**config.mk**
```make
export PLATFORM = sky130hd
export DESIGN_NAME = burst_rd_seq
export DESIGN_NICKNAME = d
export VERILOG_FILES = /design/src/rtl/brs_pkg.sv /design/src/rtl/brs_cfg_reg.sv /design/src/rtl/brs_word_array.sv /design/src/rtl/brs_burst_ctrl.sv /design/src/rtl/burst_rd_seq.sv
export SDC_FILE = /design/constraint.sdc
export NUM_CORES = 1
export LEC_CHECK = 0
export BUFFER_PORTS_ARGS = -buffer_cell sky130_fd_sc_hd__buf_2
export CORE_MARGIN = 2
export CORE_UTILIZATION = 59
export DETAILED_ROUTE_END_ITERATION = 8
export PLACE_DENSITY_LB_ADDON = 0.12
export SLEW_MARGIN = 20
export SYNTH_ARGS = -nofsm -noshare
export SYNTH_HDL_FRONTEND = slang
export SYNTH_SLANG_ARGS = --single-unit
```
**constraint.sdc**
```tcl
create_clock -name clk -period 5.6 [get_ports clk]
set_input_delay 0.56 -clock clk [delete_from_list [all_inputs] [get_ports clk]]
set_output_delay 0.56 -clock clk [all_outputs]
set_load 0.1 [all_outputs]
```
**src/rtl/brs_pkg.sv**
```systemverilog
package brs_pkg;

    localparam int unsigned WORD_W = 16;
    localparam logic [WORD_W-1:0] CFG_KEEP_MASK = 16'hB80F;
    localparam logic [WORD_W-1:0] CFG_RESET     = 16'h800F;

    typedef enum logic [2:0] {
        BLEN_4    = 3'b001,
        BLEN_8    = 3'b010,
        BLEN_16   = 3'b011,
        BLEN_CONT = 3'b111
    } blen_e;

    typedef struct packed {
        logic       async_mode;
        logic [2:0] lat;
        logic       no_wrap;
        logic [2:0] blen;
    } rcfg_t;

    typedef struct packed {
        logic       no_wrap;
        logic [2:0] blen;
    } shape_t;

    typedef enum logic [1:0] {
        ST_IDLE,
        ST_WAIT,
        ST_DATA
    } bstate_e;

    function automatic rcfg_t unpack_cfg(input logic [WORD_W-1:0] w);
        rcfg_t c;
        c.async_mode = w[15];
        c.lat        = w[13:11];
        c.no_wrap    = w[3];
        c.blen       = w[2:0];
        return c;
    endfunction

    function automatic logic [WORD_W-1:0] pack_cfg(input rcfg_t c);
        logic [WORD_W-1:0] w;
        w        = '0;
        w[15]    = c.async_mode;
        w[13:11] = c.lat;
        w[3]     = c.no_wrap;
        w[2:0]   = c.blen;
        return w;
    endfunction

    function automatic logic len_code_ok(input logic [2:0] code);
        return (code == BLEN_4) || (code == BLEN_8) ||
               (code == BLEN_16) || (code == BLEN_CONT);
    endfunction

    function automatic logic [4:0] burst_words(input logic [2:0] code);
        case (code)
            BLEN_4:  return 5'd4;
            BLEN_8:  return 5'd8;
            BLEN_16: return 5'd16;
            default: return 5'd0;
        endcase
    endfunction

    function automatic logic [WORD_W-1:0] word_at(input logic [WORD_W-1:0] a);
        return {a[7:0] ^ 8'hC3, a[7:0] + 8'h11};
    endfunction

endpackage

```
**src/rtl/brs_cfg_reg.sv**
```systemverilog
module brs_cfg_reg
    import brs_pkg::*;
#(
    parameter int unsigned MAX_LAT = 4
) (
    input  logic              clk,
    input  logic              rst,
    input  logic              we,
    input  logic [WORD_W-1:0] wdata,
    output rcfg_t             cfg,
    output logic [WORD_W-1:0] rdata
);
    rcfg_t cfg_q;
    rcfg_t wr_cfg;
    logic  accept;

    always_comb begin
        wr_cfg = unpack_cfg(wdata);
        accept = len_code_ok(wr_cfg.blen) && (32'(wr_cfg.lat) <= MAX_LAT);
    end

    always_ff @(posedge clk) begin
        if (rst) begin
            cfg_q <= unpack_cfg(CFG_RESET);
        end else if (we && accept) begin
            cfg_q <= wr_cfg;
        end
    end

    assign cfg   = cfg_q;
    assign rdata = pack_cfg(cfg_q);
endmodule

```
**src/rtl/brs_word_array.sv**
```systemverilog
module brs_word_array
    import brs_pkg::*;
#(
    parameter int unsigned ADDR_W = 8
) (
    input  logic [ADDR_W-1:0] rd_addr,
    output logic [WORD_W-1:0] rd_data
);
    localparam int unsigned DEPTH = 1 << ADDR_W;

    logic [WORD_W-1:0] mem [DEPTH];

    for (genvar i = 0; i < DEPTH; i++) begin : g_fill
        assign mem[i] = word_at(WORD_W'(i));
    end

    assign rd_data = mem[rd_addr];
endmodule

```
**src/rtl/brs_burst_ctrl.sv**
```systemverilog
module brs_burst_ctrl
    import brs_pkg::*;
#(
    parameter int unsigned ADDR_W    = 8,
    parameter int unsigned MAX_LAT   = 4,
    parameter int unsigned MAX_BURST = 16
) (
    input  logic              clk,
    input  logic              rst,
    input  rcfg_t             cfg,
    input  logic              adv_n,
    input  logic [ADDR_W-1:0] addr,
    output logic [ADDR_W-1:0] rd_addr,
    input  logic [WORD_W-1:0] rd_data,
    output logic [WORD_W-1:0] dout,
    output logic              dvalid
);
    localparam int unsigned LAT_W = $clog2(MAX_LAT + 1);
    localparam int unsigned NW_W  = $clog2(MAX_BURST + 1);

    bstate_e           st_q, st_d;
    logic [LAT_W-1:0]  cnt_q, cnt_d;
    logic [ADDR_W-1:0] cur_q, cur_d;
    logic [NW_W-1:0]   nw_q, nw_d;
    shape_t            shp_q, shp_d;
    logic              emit;
    logic [ADDR_W-1:0] sel;
    logic [WORD_W-1:0] dout_q;
    logic              dvalid_q;
    logic [NW_W-1:0]   len_w;
    logic              finite;

    function automatic logic [ADDR_W-1:0] step_addr(
        input logic [ADDR_W-1:0] cur,
        input shape_t            s
    );
        logic [ADDR_W-1:0] inc;
        logic [ADDR_W-1:0] msk;
        inc = cur + 1'b1;
        msk = ADDR_W'(burst_words(s.blen)) - 1'b1;
        if (s.no_wrap || (burst_words(s.blen) == 5'd0)) begin
            return inc;
        end
        return (cur & ~msk) | (inc & msk);
    endfunction

    always_comb begin
        len_w  = NW_W'(burst_words(shp_q.blen));
        finite = (len_w != '0);
    end

    always_comb begin
        st_d  = st_q;
        cnt_d = cnt_q;
        cur_d = cur_q;
        nw_d  = nw_q;
        shp_d = shp_q;
        emit  = 1'b0;
        sel   = cur_q;
        if (cfg.async_mode) begin
            emit = 1'b1;
            sel  = addr;
            st_d = ST_IDLE;
        end else if (!adv_n) begin
            shp_d.no_wrap = cfg.no_wrap;
            shp_d.blen    = cfg.blen;
            cur_d         = addr;
            if (cfg.lat == 3'd0) begin
                emit = 1'b1;
                sel  = addr;
                st_d = ST_DATA;
                nw_d = NW_W'(1);
            end else begin
                st_d  = ST_WAIT;
                cnt_d = LAT_W'(cfg.lat);
            end
        end else begin
            case (st_q)
                ST_WAIT: begin
                    if (cnt_q == LAT_W'(1)) begin
                        emit = 1'b1;
                        sel  = cur_q;
                        st_d = ST_DATA;
                        nw_d = NW_W'(1);
                    end else begin
                        cnt_d = cnt_q - 1'b1;
                    end
                end
                ST_DATA: begin
                    if (finite && shp_q.no_wrap && (nw_q == len_w)) begin
                        st_d = ST_IDLE;
                    end else begin
                        emit = 1'b1;
                        sel  = step_addr(cur_q, shp_q);
                        if (nw_q < NW_W'(MAX_BURST)) begin
                            nw_d = nw_q + 1'b1;
                        end
                    end
                end
                default: ;
            endcase
        end
        if (emit) begin
            cur_d = sel;
        end
    end

    always_ff @(posedge clk) begin
        if (rst) begin
            st_q     <= ST_IDLE;
            cnt_q    <= '0;
            cur_q    <= '0;
            nw_q     <= '0;
            shp_q    <= '0;
            dout_q   <= '0;
            dvalid_q <= 1'b0;
        end else begin
            st_q     <= st_d;
            cnt_q    <= cnt_d;
            cur_q    <= cur_d;
            nw_q     <= nw_d;
            shp_q    <= shp_d;
            dvalid_q <= emit;
            if (emit) begin
                dout_q <= rd_data;
            end
        end
    end

    assign rd_addr = sel;
    assign dout    = dout_q;
    assign dvalid  = dvalid_q;
endmodule

```
**src/rtl/burst_rd_seq.sv**
```systemverilog
module burst_rd_seq
    import brs_pkg::*;
#(
    parameter int unsigned ADDR_W    = 8,
    parameter int unsigned MAX_LAT   = 4,
    parameter int unsigned MAX_BURST = 16
) (
    input  logic              clk,
    input  logic              rst,
    input  logic              adv_n,
    input  logic [ADDR_W-1:0] addr,
    input  logic              cfg_we,
    input  logic [15:0]       cfg_wdata,
    output logic [15:0]       cfg_rdata,
    output logic [15:0]       dout,
    output logic              dvalid
);
    rcfg_t             cfg;
    logic [ADDR_W-1:0] rd_addr;
    logic [WORD_W-1:0] rd_data;

    brs_cfg_reg #(.MAX_LAT(MAX_LAT)) u_cfg (
        .clk   (clk),
        .rst   (rst),
        .we    (cfg_we),
        .wdata (cfg_wdata),
        .cfg   (cfg),
        .rdata (cfg_rdata)
    );

    brs_word_array #(.ADDR_W(ADDR_W)) u_arr (
        .rd_addr (rd_addr),
        .rd_data (rd_data)
    );

    brs_burst_ctrl #(
        .ADDR_W    (ADDR_W),
        .MAX_LAT   (MAX_LAT),
        .MAX_BURST (MAX_BURST)
    ) u_ctrl (
        .clk     (clk),
        .rst     (rst),
        .cfg     (cfg),
        .adv_n   (adv_n),
        .addr    (addr),
        .rd_addr (rd_addr),
        .rd_data (rd_data),
        .dout    (dout),
        .dvalid  (dvalid)
    );
endmodule

```
# Word-level counts from Yosys, hierarchy flattened
# Memory sizes are Yosys's and may differ from the RTL's. A register that Yosys moved wholly into a read port is not among the register bits.
# Cells that the tools add are included.
# classes
addsub	4
n_lt_le_gt_ge	2
n_eq_ne	21
mux	41
bitwise	7
n_reduce_logical	18
# ops
op	count
$mux 8	10
$mux 5	9
$and 8x8->8	2
$pmux 5 s3	1
$eq 3x2->1 const B	4
$mux 3	4
$mux 1	10
$pmux 5 s2	1
$eq 3x1->1 const B	3
$ne 3x2->1 const B	3
$not 8->9	1
$add 8x1->8 const B	1
$mux 2	4
$not 8->8	1
$or 8x8->8	1
$ne 2x1->1 const B	3
$reduce_and 6->1	1
$sub 5x1->6 const B	1
$add 5x1->5 const B	1
$eq 5x5->1	1
$logic_not 5->1	1
$lt 5x5->1 const B	1
$reduce_bool 5->1	1
$logic_and 1x1->1	4
other kinds (18)	24
# word_totals
regBits	31
mem_bits_ro	4096
in_bits	28
output_inout_bits	33
word_cells	105
mem_count	1
# mem_list
memory	depth	word_bits	rd	rd_ports_with_merged_regs	wr	line_no	source
(no name shown)	256	16	1	1	0	brs_word_array.sv:17	assign rd_data = mem[rd_addr];

# Longest topological paths before layout
# Gate-level depths: netlist (run 1).
# depth
depth_word	22
ltp_mapped	15
depth_no_buf	13

# Modules after synthesis
# From an unflattened synthesis (run 1), not the netlist that was laid out.
# hier_totals
hier_cells	396
hier_area_um2	3239.4
# by_module_without_submodules
mod	n_inst	cells_each	area_per_inst_um2	seq_area_each_um2
brs_burst_ctrl	1	304	2512.4	780.7
brs_cfg_reg	1	58	494.2	160.2
brs_word_array	1	34	232.7	0.0

# Worst setup path after synthesis (run 1)
# Ideal clock, no wire load.
# synth_path
path_kind	register to register
start	register u_ctrl.shp_q[2] (netlist bit)
end	register u_ctrl.dout_q[0] (netlist: u_ctrl.dout[0])
setup_ps	91
arrival_ps	3054
t_required_ps	5509
slack_ps	2455
path_stages_with_launch	13
n_path_buf	1
period_less_slack_ps	3145
path_cell_list	dfxtp_1 > nand2b_4 > or2_2 > ha_1 > nor2b_4 > a2111oi_2 > o311a_1 > buf_6 > nor4b_1 > or3_4 > nand4b_4 > or3_1 > a311oi_1
# synth_between
elab_chain_cells	19
elab_cells_between_ends	34
classes_between	add/sub (1); eq/ne (4); mux (19); bitwise (5); reduce/logical (5)
# synth_lines
element	line_no	source
from (decl)	brs_burst_ctrl.sv:25	shape_t shp_q, shp_d;
from (signal assigned)	brs_burst_ctrl.sv:122	shp_q <= shp_d;
$eq 3x2->1 / $eq 3x1->1 (equally long branches)	brs_pkg.sv:57	case (code)
$pmux 5 s3 (*)	brs_pkg.sv:57	
$mux 5	brs_burst_ctrl.sv:90	if (finite && shp_q.no_wrap && (nw_q == len_w)) begin
$mux 5	brs_burst_ctrl.sv:78	case (st_q)
$mux 5	brs_burst_ctrl.sv:64	end else if (!adv_n) begin
$mux 5	brs_burst_ctrl.sv:60	if (cfg.async_mode) begin
$logic_not 5->1	brs_burst_ctrl.sv:41	if (s.no_wrap || (burst_words(s.blen) == 5'd0)) begin
$logic_or 1x1->1	brs_burst_ctrl.sv:41	
[... 3 more ...]	--	
$mux 1	brs_burst_ctrl.sv:64	
$mux 1	brs_burst_ctrl.sv:60	
$mux 8	brs_burst_ctrl.sv:44	return (cur & ~msk) | (inc & msk);
$mux 8	brs_burst_ctrl.sv:90	
$mux 8	--	
$mux 8	brs_burst_ctrl.sv:64	
$mux 8	brs_burst_ctrl.sv:60	
$not 8->9 (implied by the code)	brs_word_array.sv:17	
to (decl)	brs_burst_ctrl.sv:28	logic [WORD_W-1:0] dout_q;
# Every way passes the cells marked *; elsewhere a longest branch is shown, timed or not. The select of a mux whose other input is x is not followed.
# A chain may end at the register's enable or synchronous reset.

# Final worst setup path (run 1)
# layout_path
start	register u_ctrl.shp_q[1] (netlist bit)
end	register u_ctrl.dout_q[6] (netlist: u_ctrl.dout[6])
# Same word-level chain as after synthesis.

==> results.md, run 1 <==
- Mapped Area: 2920 µm²
- DRC: 0
- Worst path cell trace: nor3b_1, inv_1, ha_1, nor2b_4, a2111oi_2, o311a_1, o21ai_0, a31oi_2, ha_1, a41oi_1, o311ai_0, nor3_1
- RSZ-0062 raised after global routing: no
- Worst Setup End Kind: flop
- Synth warnings: 0
- Setup TNS: 0 ns
- Slowest stage delay, CP: 0.57 ns
- Die area: 5530 µm²
- CP startpoint: u_ctrl.shp_q[1]$_SDFFE_PP0P_
- H-tree Lvls: 2
- # Post-CTS Setup Buffers: 0
- IO Port Bufs: 44
- Ys async rst share: 0%
- Final Routed Wirelength: 6.97 mm
- Vias in the first global route: 2517
- Global routing's busiest layer: met2
- Fraction of layout cells with a size suffix above 1: 17.0%
- Req. time, crit path: 5.77 ns
- 1st-pass router iterations: 4
- Netlist cell types: 71
- CTS Root Cell: clkbuf_8
- MaxCap Viol Count: 0
- Synth Instances: 371
- Routing usage on met3: 4.20%
- Top cells by area, synth: dfxtp_1 32%, nor2_1 5.4%, mux2i_1 5.1%
- Die width: 74.4 µm
- Total number of vias: 2775
- Yosys top cell by area: dfxtp_1
- Fillers: 450
- First-pass GRT wire length: 11.9 mm
- Library cell appearing most often on the critical path: ha_1
- Crit-path max FO: 12
- Die Y-Extent: 74.4 µm
- Ports: 61
- Final Hold Vio Count: 0
- GRT met1 Usage: 38.1%
- CTS buffer count: 5
- Initial antenna violation count: 0
- Slowest-stage cell, CP: dfxtp_1
- CTS tree: done
- Met2 track demand over resource: 44.3%
- Synth top area share: 31.5%
- Core area: 4750 µm²
- Crit path DAT: 4.15 ns
- Status: finished clean
- DR vias/cell: 5.93
- Crit start category: flop
- Hold Path Class: flop to flop
- Worst-Margin Slew: 0.852 ns
- Final Cycle Share: 71.0%
- Peak VDD IR: 0.180 mV
- Clock buffer depth: 2
- Most common cell in the netlist: dfxtp_1
- Area grow syn2layout: 9.21%
- Sequential area share after synthesis: 31.5%
- Post-DRT Antenna Nets: 0
- Largest net degree at the start of global routing: 46
- CTS clock-pin slew for the worst setup and hold paths: 0.09 ns
- Commonest cells post-synth: 46 x dfxtp_1, 42 x nor2_1, 35 x nand2_1
- Reg2reg start: u_ctrl.shp_q[1]$_SDFFE_PP0P_
- Synth Flop Type: dfxtp_1
- F_max: 0.252 GHz
- Global route overflow: 0
- Setup violations, final: 0
- Starting Density: 61.4%
- Inserted Diodes: 0
- # clock sinks: 46
- DR iter-0 viols: 211
- Clock skew: 0.00862 ns
- DR WL/cell: 14.9 µm
- EDFF count, synth: 0
- # hold bufs at CTS: 0
- DPL Wire Length: 4.99 mm
- Hold path start: u_ctrl.cnt_q[1]$_SDFFE_PP0P_
- Total Routing Usage GR: 27.4%
- Mean Syn Cell Area: 7.87 µm²
- Post-layout min period: 3.97 ns
- Clock Latency Late Sink: 0.29 ns
- Power Density: 268 nW/µm²
- Setup CP Type: flop to flop
- Leakage Power: 1.32 nW
- Nets: 441
- Max_slew headroom: 42.3%
- Cell Rows: 25
- Hold slack: 0.457 ns
- GP Congestion: 0.861
- #FFs+latches synth: 46
- Max Transition Viols Final: 0
- Post_cts resized: 0
[routing by layer]
layer  share of wire [%]  wire [µm]
met1                  48       3320
met2                  45       3160
met3                 5.3        366
met5                   0          0
met4                 1.8        123
[logic make-up after synthesis]
logic type / Yosys count / share of synthesized area [%]
DFF: 46 / 31.5
and+or+nand+nor: 145 / 25.7
AOI/OAI and AO/OA: 98 / 23.3
adders and majority gates: 12 / 5.06
buffers and inverters: 51 / 8.27
muxes: 15 / 5.14
other: 1 / 0.128
xor gates and xnor gates: 3 / 0.900
[metrics by stage]
step                      instance area (µm²)  utilization [%]  instances  power [mW]  setup WS, ns
after floorplan                          2950                -        378       0.618          2.45
after global placement                   3110             65.3        462       0.657          1.87
after detailed placement                 3110             65.3        462       0.661          1.77
after CTS                                3190             67.1        468       0.859          1.73
after global routing                     3190             67.1        468       0.899          1.32
final                                    3190             67.1        468       0.856          1.63
[report_power, final]
group | internal [mW] | total [mW] | switching [mW]
registers | 0.350 | 0.372 | 0.0227
logic | 0.0617 | 0.284 | 0.222
clock network | 0.0954 | 0.200 | 0.105
[flip-flops by register name (all words and copies together), names as in the netlist]
name           cells
u_ctrl.dout       15
u_cfg.cfg          8
u_ctrl.st_q        2
u_ctrl.cur_q       8
u_ctrl.dvalid      1
u_ctrl.cnt_q       3
u_ctrl.shp_q       4
u_ctrl.nw_q        5
[final timing paths]
| path | to | slack [ns] | cells after the start |
|---|---|---|---|
| min reg2reg | u_ctrl.cnt_q[1]$_SDFFE_PP0P_ | 0.46 | 2 |
| max reg2reg | u_ctrl.dout[6]$_SDFFE_PP0N_ | 1.63 | 12 |
| max | u_ctrl.dout[6]$_SDFFE_PP0N_ | 1.63 | 12 |
| min | u_ctrl.cnt_q[1]$_SDFFE_PP0P_ | 0.46 | 2 |
[cell usage in the layout (no fill, tap or decap), types with 11 or more instances in the layout]
cell,synthesis,final
a21oi_1,22,22
buf_2,1,44
dfxtp_1,46,46
ha_1,11,11
inv_1,22,22
mux2i_1,15,15
nand2_1,35,35
nand3_1,11,11
nor2_1,42,42
nor3_1,13,13
o21ai_0,20,20
[area by class of cell]
cell class                      instances  area (µm²)  share of cell area, %
Tap cell                               67        83.8                   2.63
Multi-Input combinational cell        281        1780                   55.9
Clock buffer                            6        82.6                   2.59
Inverter                               22        82.6                   2.59
Timing Repair Buffer                   46         235                   7.38
Sequential cell                        46         921                   28.9
[critical path, delay by kind of cell (launching register included)]
family                     cells  cell delay (ns)
DFF                            1             0.57
and+or+nand+nor                3             0.57
AOI/OAI and AO/OA              6             2.05
buffers and inverters          1             0.12
adders and majority gates      2             0.54
(Power assumes the default switching activity.)
==> run 2: changes to the inputs <==
--- a/config.mk
+++ b/config.mk
@@ -7,7 +7,7 @@
 export LEC_CHECK = 0
 export BUFFER_PORTS_ARGS = -buffer_cell sky130_fd_sc_hd__buf_2
 export CORE_MARGIN = 2
-export CORE_UTILIZATION = 59
+export CORE_UTILIZATION = 50
 export DETAILED_ROUTE_END_ITERATION = 8
 export PLACE_DENSITY_LB_ADDON = 0.12
 export SLEW_MARGIN = 20
==> constraint.sdc (replaced) <==
create_clock -name clk -period 3.3 [get_ports clk]
set_input_delay 0.33 -clock clk [delete_from_list [all_inputs] [get_ports clk]]
set_output_delay 0.33 -clock clk [all_outputs]
set_load 0.1 [all_outputs]
==> run 2 against run 1 <==
First-iteration DRC count is 19% lower. Critical path type unchanged. Clock power is 67% higher. Non-clock buffer count is 39 higher. Critical endpoint unchanged. Clock-buffer cell count is 1 higher. Largest power group unchanged.
==> results.md, run 2 (synthesis results as in run 1) <==
- Most frequent cells in the layout: 44 x buf_2, 44 x dfxtp_1, 42 x nor2_1, 41 x buf_4, 35 x nand2_1
- Net Switching: 0.618 mW (+77%)
- R2R cell count: 16 (+4)
- Power Density: 416 nW/µm² (+55%)
- Pint: 0.883 mW (+74%)
- # clock sinks: 46 (unchanged)
- Die width: 80.4 µm (+8.2%)
- Total Routing Usage GR: 25.0% (-2.4 points)
- # placed instances: 501 (+8.4%)
- Largest net degree at the start of global routing: 39 (-15%)
- Crit path DAT: 3.41 ns (-0.74 ns)
- Crit start category: flop
- GP Congestion: 0.916 (+6.4%)
- DRC: 0 (unchanged)
- # hold bufs at CTS: 0 (unchanged)
- Die area: 6470 µm² (+17%)
- Worst-Margin Slew: 0.750 ns (-0.102 ns)
- Hold Path Class: primary input to flop
- Crit-path max FO: 5 (-7)
- Max Transition Viols Final: 0 (unchanged)
- Clock skew: 0.0134 ns (+0.00480 ns)
- Clock Latency Late Sink: 0.31 ns (+0.02 ns)
- Peak VDD IR: 0.223 mV (+24%)
- Area grow syn2layout: 23.4%
- Starting Density: 52.4% (-9.0 points)
- Setup CP Type: flop to flop
- Vias in the first global route: 2673 (+6.2%)
- IO Port Bufs: 44 (unchanged)
- CTS buffer count: 5 (unchanged)
- Worst path cell trace: nand2b_4, or2_2, ha_4, nor2b_4, a2111oi_4, buf_4, o311ai_4, a21oi_2, nor3_2, buf_4, inv_1, ha_2, a41oi_2, buf_4, o311ai_1, nor3_1
- Final Hold Vio Count: 0 (unchanged)
- Leakage Power: 1.51 nW (+15%)
- Core area: 5570 µm² (+17%)
- CTS Root Cell: clkbuf_8
- Fraction of layout cells with a size suffix above 1: 27.9% (+11 points)
- RSZ-0062 raised after global routing: yes
- Initial antenna violation count: 0 (unchanged)
- Non-Filler Instances: 513 (+9.6%)
- F_max: 0.310 GHz (+23%)
- CTS clock-pin slew for the worst setup and hold paths: 0.09 ns (about the same)
- Nets: 480 (+8.8%)
- Hold depth: 3 (+1)
- PnR worst setup slack: 0.0715 ns (-1.55 ns)
- Slowest stage delay, CP: 0.36 ns (-0.21 ns)
- Setup violations, final: 0 (unchanged)
- Final Cycle Share: 97.8% (+27 points)
- Setup WS pre-CTS: -0.174 ns (-1.94 ns)
- Slowest-stage cell, CP: a2111oi_4
- Switching Share: 41.2% (+0.37 points)
- Total number of vias: 2935 (+5.8%)
- Logic pwr share: 36.0% (+2.9 points)
- Req. time, crit path: 3.48 ns (-2.29 ns)
- H-tree Lvls: 2 (unchanged)
- Power Total: 1.50 mW (+75%)
- Status: finished clean
- DR WL/cell: 14.8 µm (-0.76%)
- Sequential power share: 41.8% (-1.7 points)
- Die Y-Extent: 80.4 µm (+8.2%)
- Clk pwr share: 22.2% (-1.2 points)
- MaxCap Viol Count: 0 (unchanged)
- Global route overflow: 0 (unchanged)
- DPL Wire Length: 5.57 mm (+12%)
- Post-DRT Antenna Nets: 0 (unchanged)
- Clock buffer depth: 2 (unchanged)
- DR vias/cell: 5.72 (-3.5%)
- Hold slack: 0.250 ns (-0.207 ns)
- Library cell appearing most often on the critical path: buf_4
- CTS tree: done
- Inserted Diodes: 0 (unchanged)
- Ports: 61 (unchanged)
- First-pass GRT wire length: 12.8 mm (+7.1%)
- DR iter-0 viols: 170 (-19%)
- Max_slew headroom: 50.0% (+7.7 points)
- Fillers: 524 (+16%)
- Post-layout min period: 3.23 ns (-0.745 ns)
- Final Routed Wirelength: 7.58 mm (+8.8%)
- Worst Setup End Kind: flop
- Cell Rows: 27 (+8.0%)
- 1st-pass router iterations: 4 (unchanged)
- Max FFs per register: 15 (unchanged)
-- run 2: changes by cell type in the layout (fill, tap and decap cells not counted), moves of 2 or more --
cell	delta
a2111oi_4	+2
buf_4	+39
clkbuf_1	+2
dfxtp_1	-2
dfxtp_2	+2
ha_1	-2
-- run 2: timing repair --
item | 4_1_cts | 5_1_grt
gates resized for setup | 10 | 13
pin swaps | 2 | 4
setup buffers | 2 | 3
endpoints found under the setup margin | 11 | 20
-- run 2: cell type report --
cell class / count / area [µm²] / share of cell area [%]
clock buffers: 7 / 76.3 / 2.12
multi-input cells: 281 / 1900 / 52.8
well taps: 72 / 90.1 / 2.50
flip-flops and latches: 46 / 923 / 25.6
repair buffers: 85 / 528 / 14.7
inverters: 22 / 82.6 / 2.29
-- run 2: path summary, 6_finish.rpt --
check,from,end,slack (ns)
hold / removal,cfg_wdata[3],u_cfg.cfg[3]$_SDFFE_PP1P_,0.25
setup reg to reg,u_ctrl.shp_q[2]$_SDFFE_PP0P_,u_ctrl.dout[6]$_SDFFE_PP0N_,0.07
hold reg to reg,u_ctrl.cnt_q[1]$_SDFFE_PP0P_,u_ctrl.cnt_q[1]$_SDFFE_PP0P_,0.45
setup / recovery,u_ctrl.shp_q[2]$_SDFFE_PP0P_,u_ctrl.dout[6]$_SDFFE_PP0N_,0.07
-- run 2: power groups by stage --
stage | sequential, mW | clock (mW) | combinational (mW)
floorplan | 0.817 | 0 | 0.231
global placement | 0.638 | 0 | 0.518
detailed placement | 0.640 | 0 | 0.521
CTS | 0.627 | 0.338 | 0.528
global route | 0.634 | 0.358 | 0.576
finish | 0.628 | 0.333 | 0.540
-- run 2: through the flow --
step,setup TNS [ns],instance area (µm²),util (%)
global placement,-0.0272,3370,60.4
finish,0,3600,64.6
detailed placement,-0.576,3370,60.4
floorplan,0,2950,-
global route,-0.151,3600,64.6
CTS,0,3520,63.2
-- run 2: worst max-delay path, delay by kind of cell, from the launching register on --
family	cells	cell delay, ns
DFF	1	0.35
buffers and inverters	4	0.59
and+or+nand+nor	5	0.73
adders and majority gates	2	0.38
AOI/OAI and AO/OA	5	1.05
-- run 2: layer usage --
| metal | GRT usage, % | wire, µm | vias up |
|---|---|---|---|
| li1 | - | - | 1470 |
| met1 | 34.7 | 3600 | 1380 |
| met2 | 40.8 | 3510 | 75 |
| met3 | 2.70 | 379 | 10 |
| met4 | 7.46 | 91 | 0 |
| met5 | 0 | 0 | - |
==> run 3: changes to the inputs <==
--- a/config.mk
+++ b/config.mk
@@ -9,6 +9,7 @@
 export CORE_MARGIN = 2
 export CORE_UTILIZATION = 50
 export DETAILED_ROUTE_END_ITERATION = 8
+export MAX_ROUTING_LAYER = met4
 export PLACE_DENSITY_LB_ADDON = 0.12
 export SLEW_MARGIN = 20
 export SYNTH_ARGS = -nofsm -noshare
==> constraint.sdc (replaced) <==
create_clock -name clk -period 3.3 [get_ports clk]
set_input_delay 0.66 -clock clk [delete_from_list [all_inputs] [get_ports clk]]
set_output_delay 0.66 -clock clk [all_outputs]
set_load 0.1 [all_outputs]
==> run 3 against run 2 <==
Clock skew decreased by 0.0076 ns. Critical path type unchanged. Total power up 3.3%. Final cell count grew 0.39%. Sequential power is essentially flat. Global-route usage is 0.96 points higher. Worst hold slack better by 0.20 ns. Via count up 0.17%.
==> results.md, run 3 (synthesis results as in run 1) <==
- # placed instances: 502 (+0.20%)
- Setup TNS: 0 ns (unchanged)
- Max FFs per register: 15 (unchanged)
- Max Transition Viols Final: 0 (unchanged)
- CTS tree: done
- Post-DRT Antenna Nets: 0 (unchanged)
- Sequential power share: 40.5% (-1.3 points)
- Status: finished clean
- Setup CP Type: flop to flop
- CP startpoint: u_ctrl.shp_q[2]$_SDFFE_PP0P_
- Fillers: 488 (-6.9%)
- Initial antenna violation count: 0 (unchanged)
- Setup violations, final: 0 (unchanged)
- Max_slew headroom: 50.6% (+0.61 points)
- Area grow syn2layout: 26.0%
- DPL Wire Length: 5.68 mm (+1.8%)
- Reg2reg start: u_ctrl.shp_q[2]$_SDFFE_PP0P_
- Worst-Margin Slew: 0.740 ns (-0.00920 ns)
- Largest net degree at the start of global routing: 39 (unchanged)
- Area occupied by registers: 926 µm² (+0.27%)
- CTS buffer count: 5 (unchanged)
- CTS clock-pin slew for the worst setup and hold paths: 0.09 ns (about the same)
- Final Hold Vio Count: 0 (unchanged)
- Crit path DAT: 3.42 ns (about the same)
- R2r setup slk: 0.09 ns (+0.02 ns)
- Clock Latency Late Sink: 0.30 ns (about the same)
- Clock buffer depth: 2 (unchanged)
- Most frequent cells in the layout: 44 x buf_2, 44 x dfxtp_1, 42 x nor2_1, 41 x buf_4, 35 x nand2_1
- DR vias/cell: 5.71 (-0.22%)
- Req. time, crit path: 3.51 ns (+0.03 ns)
- Fraction of layout cells with a size suffix above 1: 29.1% (+1.2 points)
- Total number of vias: 2940 (+0.17%)
- Pint: 0.917 mW (+3.8%)
- Net Switching: 0.633 mW (+2.5%)
- Worst r2r dst: u_ctrl.dout[0]$_SDFFE_PP0N_
- Final Cycle Share: 97.2% (-0.66 points)
- MaxCap Viol Count: 0 (unchanged)
- Post-layout min period: 3.21 ns (-0.0217 ns)
- Switching Share: 40.8% (-0.33 points)
- CTS Root Cell: clkbuf_8
- Peak VDD IR: 0.262 mV (+17%)
- Starting Density: 52.4% (unchanged)
- Crit-path max FO: 6 (+1)
- Non-Filler Instances: 515 (+0.39%)
- # clock sinks: 46 (unchanged)
- Nets: 481 (+0.21%)
- Total Routing Usage GR: 26.0% (+0.96 points)
- Core area: 5570 µm² (unchanged)
- Power Density: 421 nW/µm² (+1.1%)
- F_max: 0.312 GHz (+0.68%)
- Ports: 61 (unchanged)
- DRC: 0 (unchanged)
- Clk pwr share: 23.2% (+1.0 points)
- Worst Setup End Kind: flop
- IO Port Bufs: 44 (unchanged)
- Die area: 6470 µm² (unchanged)
- Cell Rows: 27 (unchanged)
- Die width: 80.4 µm (unchanged)
- First-pass GRT wire length: 13.0 mm (+1.7%)
- Footprint of the multi-input gates: 1940 µm² (+2.1%)
- Clock skew: 0.00578 ns (-0.00764 ns)
- Hold Path Class: flop to flop
- DR iter-0 viols: 184 (+8.2%)
- H-tree Lvls: 2 (unchanged)
- DR WL/cell: 15.2 µm (+3.0%)
- Leakage Power: 1.54 nW (+2.2%)
- Crit start category: flop
- 1st-pass router iterations: 4 (unchanged)
- Vias in the first global route: 2815 (+5.3%)
- GP Congestion: 0.924 (+0.80%)
- Inserted Diodes: 0 (unchanged)
- Logic pwr share: 36.3% (+0.3 points)
- Worst Setup EP: u_ctrl.dout[0]$_SDFFE_PP0N_
- Global route overflow: 0 (unchanged)
- R2R cell count: 13 (-3)
- Die Y-Extent: 80.4 µm (unchanged)
- Final Routed Wirelength: 7.84 mm (+3.4%)
[run 3: routing by layer]
metal | up-vias | global-route usage (%) | part of all wire (%)
li1 | 1466 | - | -
met4 | 0 | 9.15 | 2.2
met3 | 17 | 3.37 | 6.0
met5 | - | - | 0
met1 | 1360 | 35.3 | 47
met2 | 97 | 39.7 | 45
[run 3: how the worst min path moves through the flow]
stage / start / to / cells after the start
2_1_floorplan: u_ctrl.cnt_q[1]$_SDFFE_PP0P_ / u_ctrl.cnt_q[1]$_SDFFE_PP0P_ / 2
3_3_place_gp: u_ctrl.dout[11]$_SDFFE_PP0N_ / u_ctrl.dout[11]$_SDFFE_PP0N_ / 2
3_5_place_dp: u_ctrl.cnt_q[1]$_SDFFE_PP0P_ / u_ctrl.cnt_q[1]$_SDFFE_PP0P_ / 2
4_1_cts: u_ctrl.cnt_q[1]$_SDFFE_PP0P_ / u_ctrl.cnt_q[1]$_SDFFE_PP0P_ / 2
5_1_grt: u_ctrl.dout[11]$_SDFFE_PP0N_ / u_ctrl.dout[11]$_SDFFE_PP0N_ / 2
6_report: u_ctrl.cnt_q[1]$_SDFFE_PP0P_ / u_ctrl.cnt_q[1]$_SDFFE_PP0P_ / 2
[run 3: final cells by class]
class	count	share of cell area, %
Clock buffer	7	2.35
Clock inverter	1	0.136
Inverter	22	2.24
Multi-Input combinational cell	281	52.8
Sequential cell	46	25.2
Tap cell	72	2.45
Timing Repair Buffer	86	14.9
[run 3: metrics by stage]
stage	setup slack (ns)	total power [mW]	cell area [µm²]	hold WS (ns)	util (%)
CTS	0.0119	1.53	3520	0.456	63.1
floorplan	0.155	1.05	2950	0.432	-
detailed placement	-0.193	1.17	3390	0.445	60.8
finish	0.0932	1.55	3680	0.454	66.0
global placement	-0.133	1.16	3390	0.441	60.8
global route	-0.0163	1.62	3680	0.468	66.0
[run 3: power by group through the flow]
stage               logic (mW)  registers, mW  clock network [mW]
CTS                      0.531          0.627               0.368
global placement         0.522          0.639                   0
detailed placement       0.527          0.640                   0
global route             0.599          0.634               0.388
floorplan                0.231          0.817                   0
finish                   0.562          0.628               0.360
[run 3: what timing repair did]
item | in CTS | in global routing
pin swaps | 1 | 6
setup endpoints to repair | 10 | 11
gates resized for setup | 6 | 27
setup buffers | 0 | 5
hold buffers | 0 | 0
[run 3: worst max-delay path: stages, from the launching register on]
cell and delay, ns:
dfxtp_4 0.37, nand2b_4 0.14, or2_4 0.24, ha_4 0.18
nor2b_4 0.14, a2111oi_4 0.45, o311a_4 0.31, nor4_1 0.06
nor3_2 0.28, buf_4 0.16, ha_1 0.13, inv_1 0.05
or3_4 0.38, a311oi_2 0.23
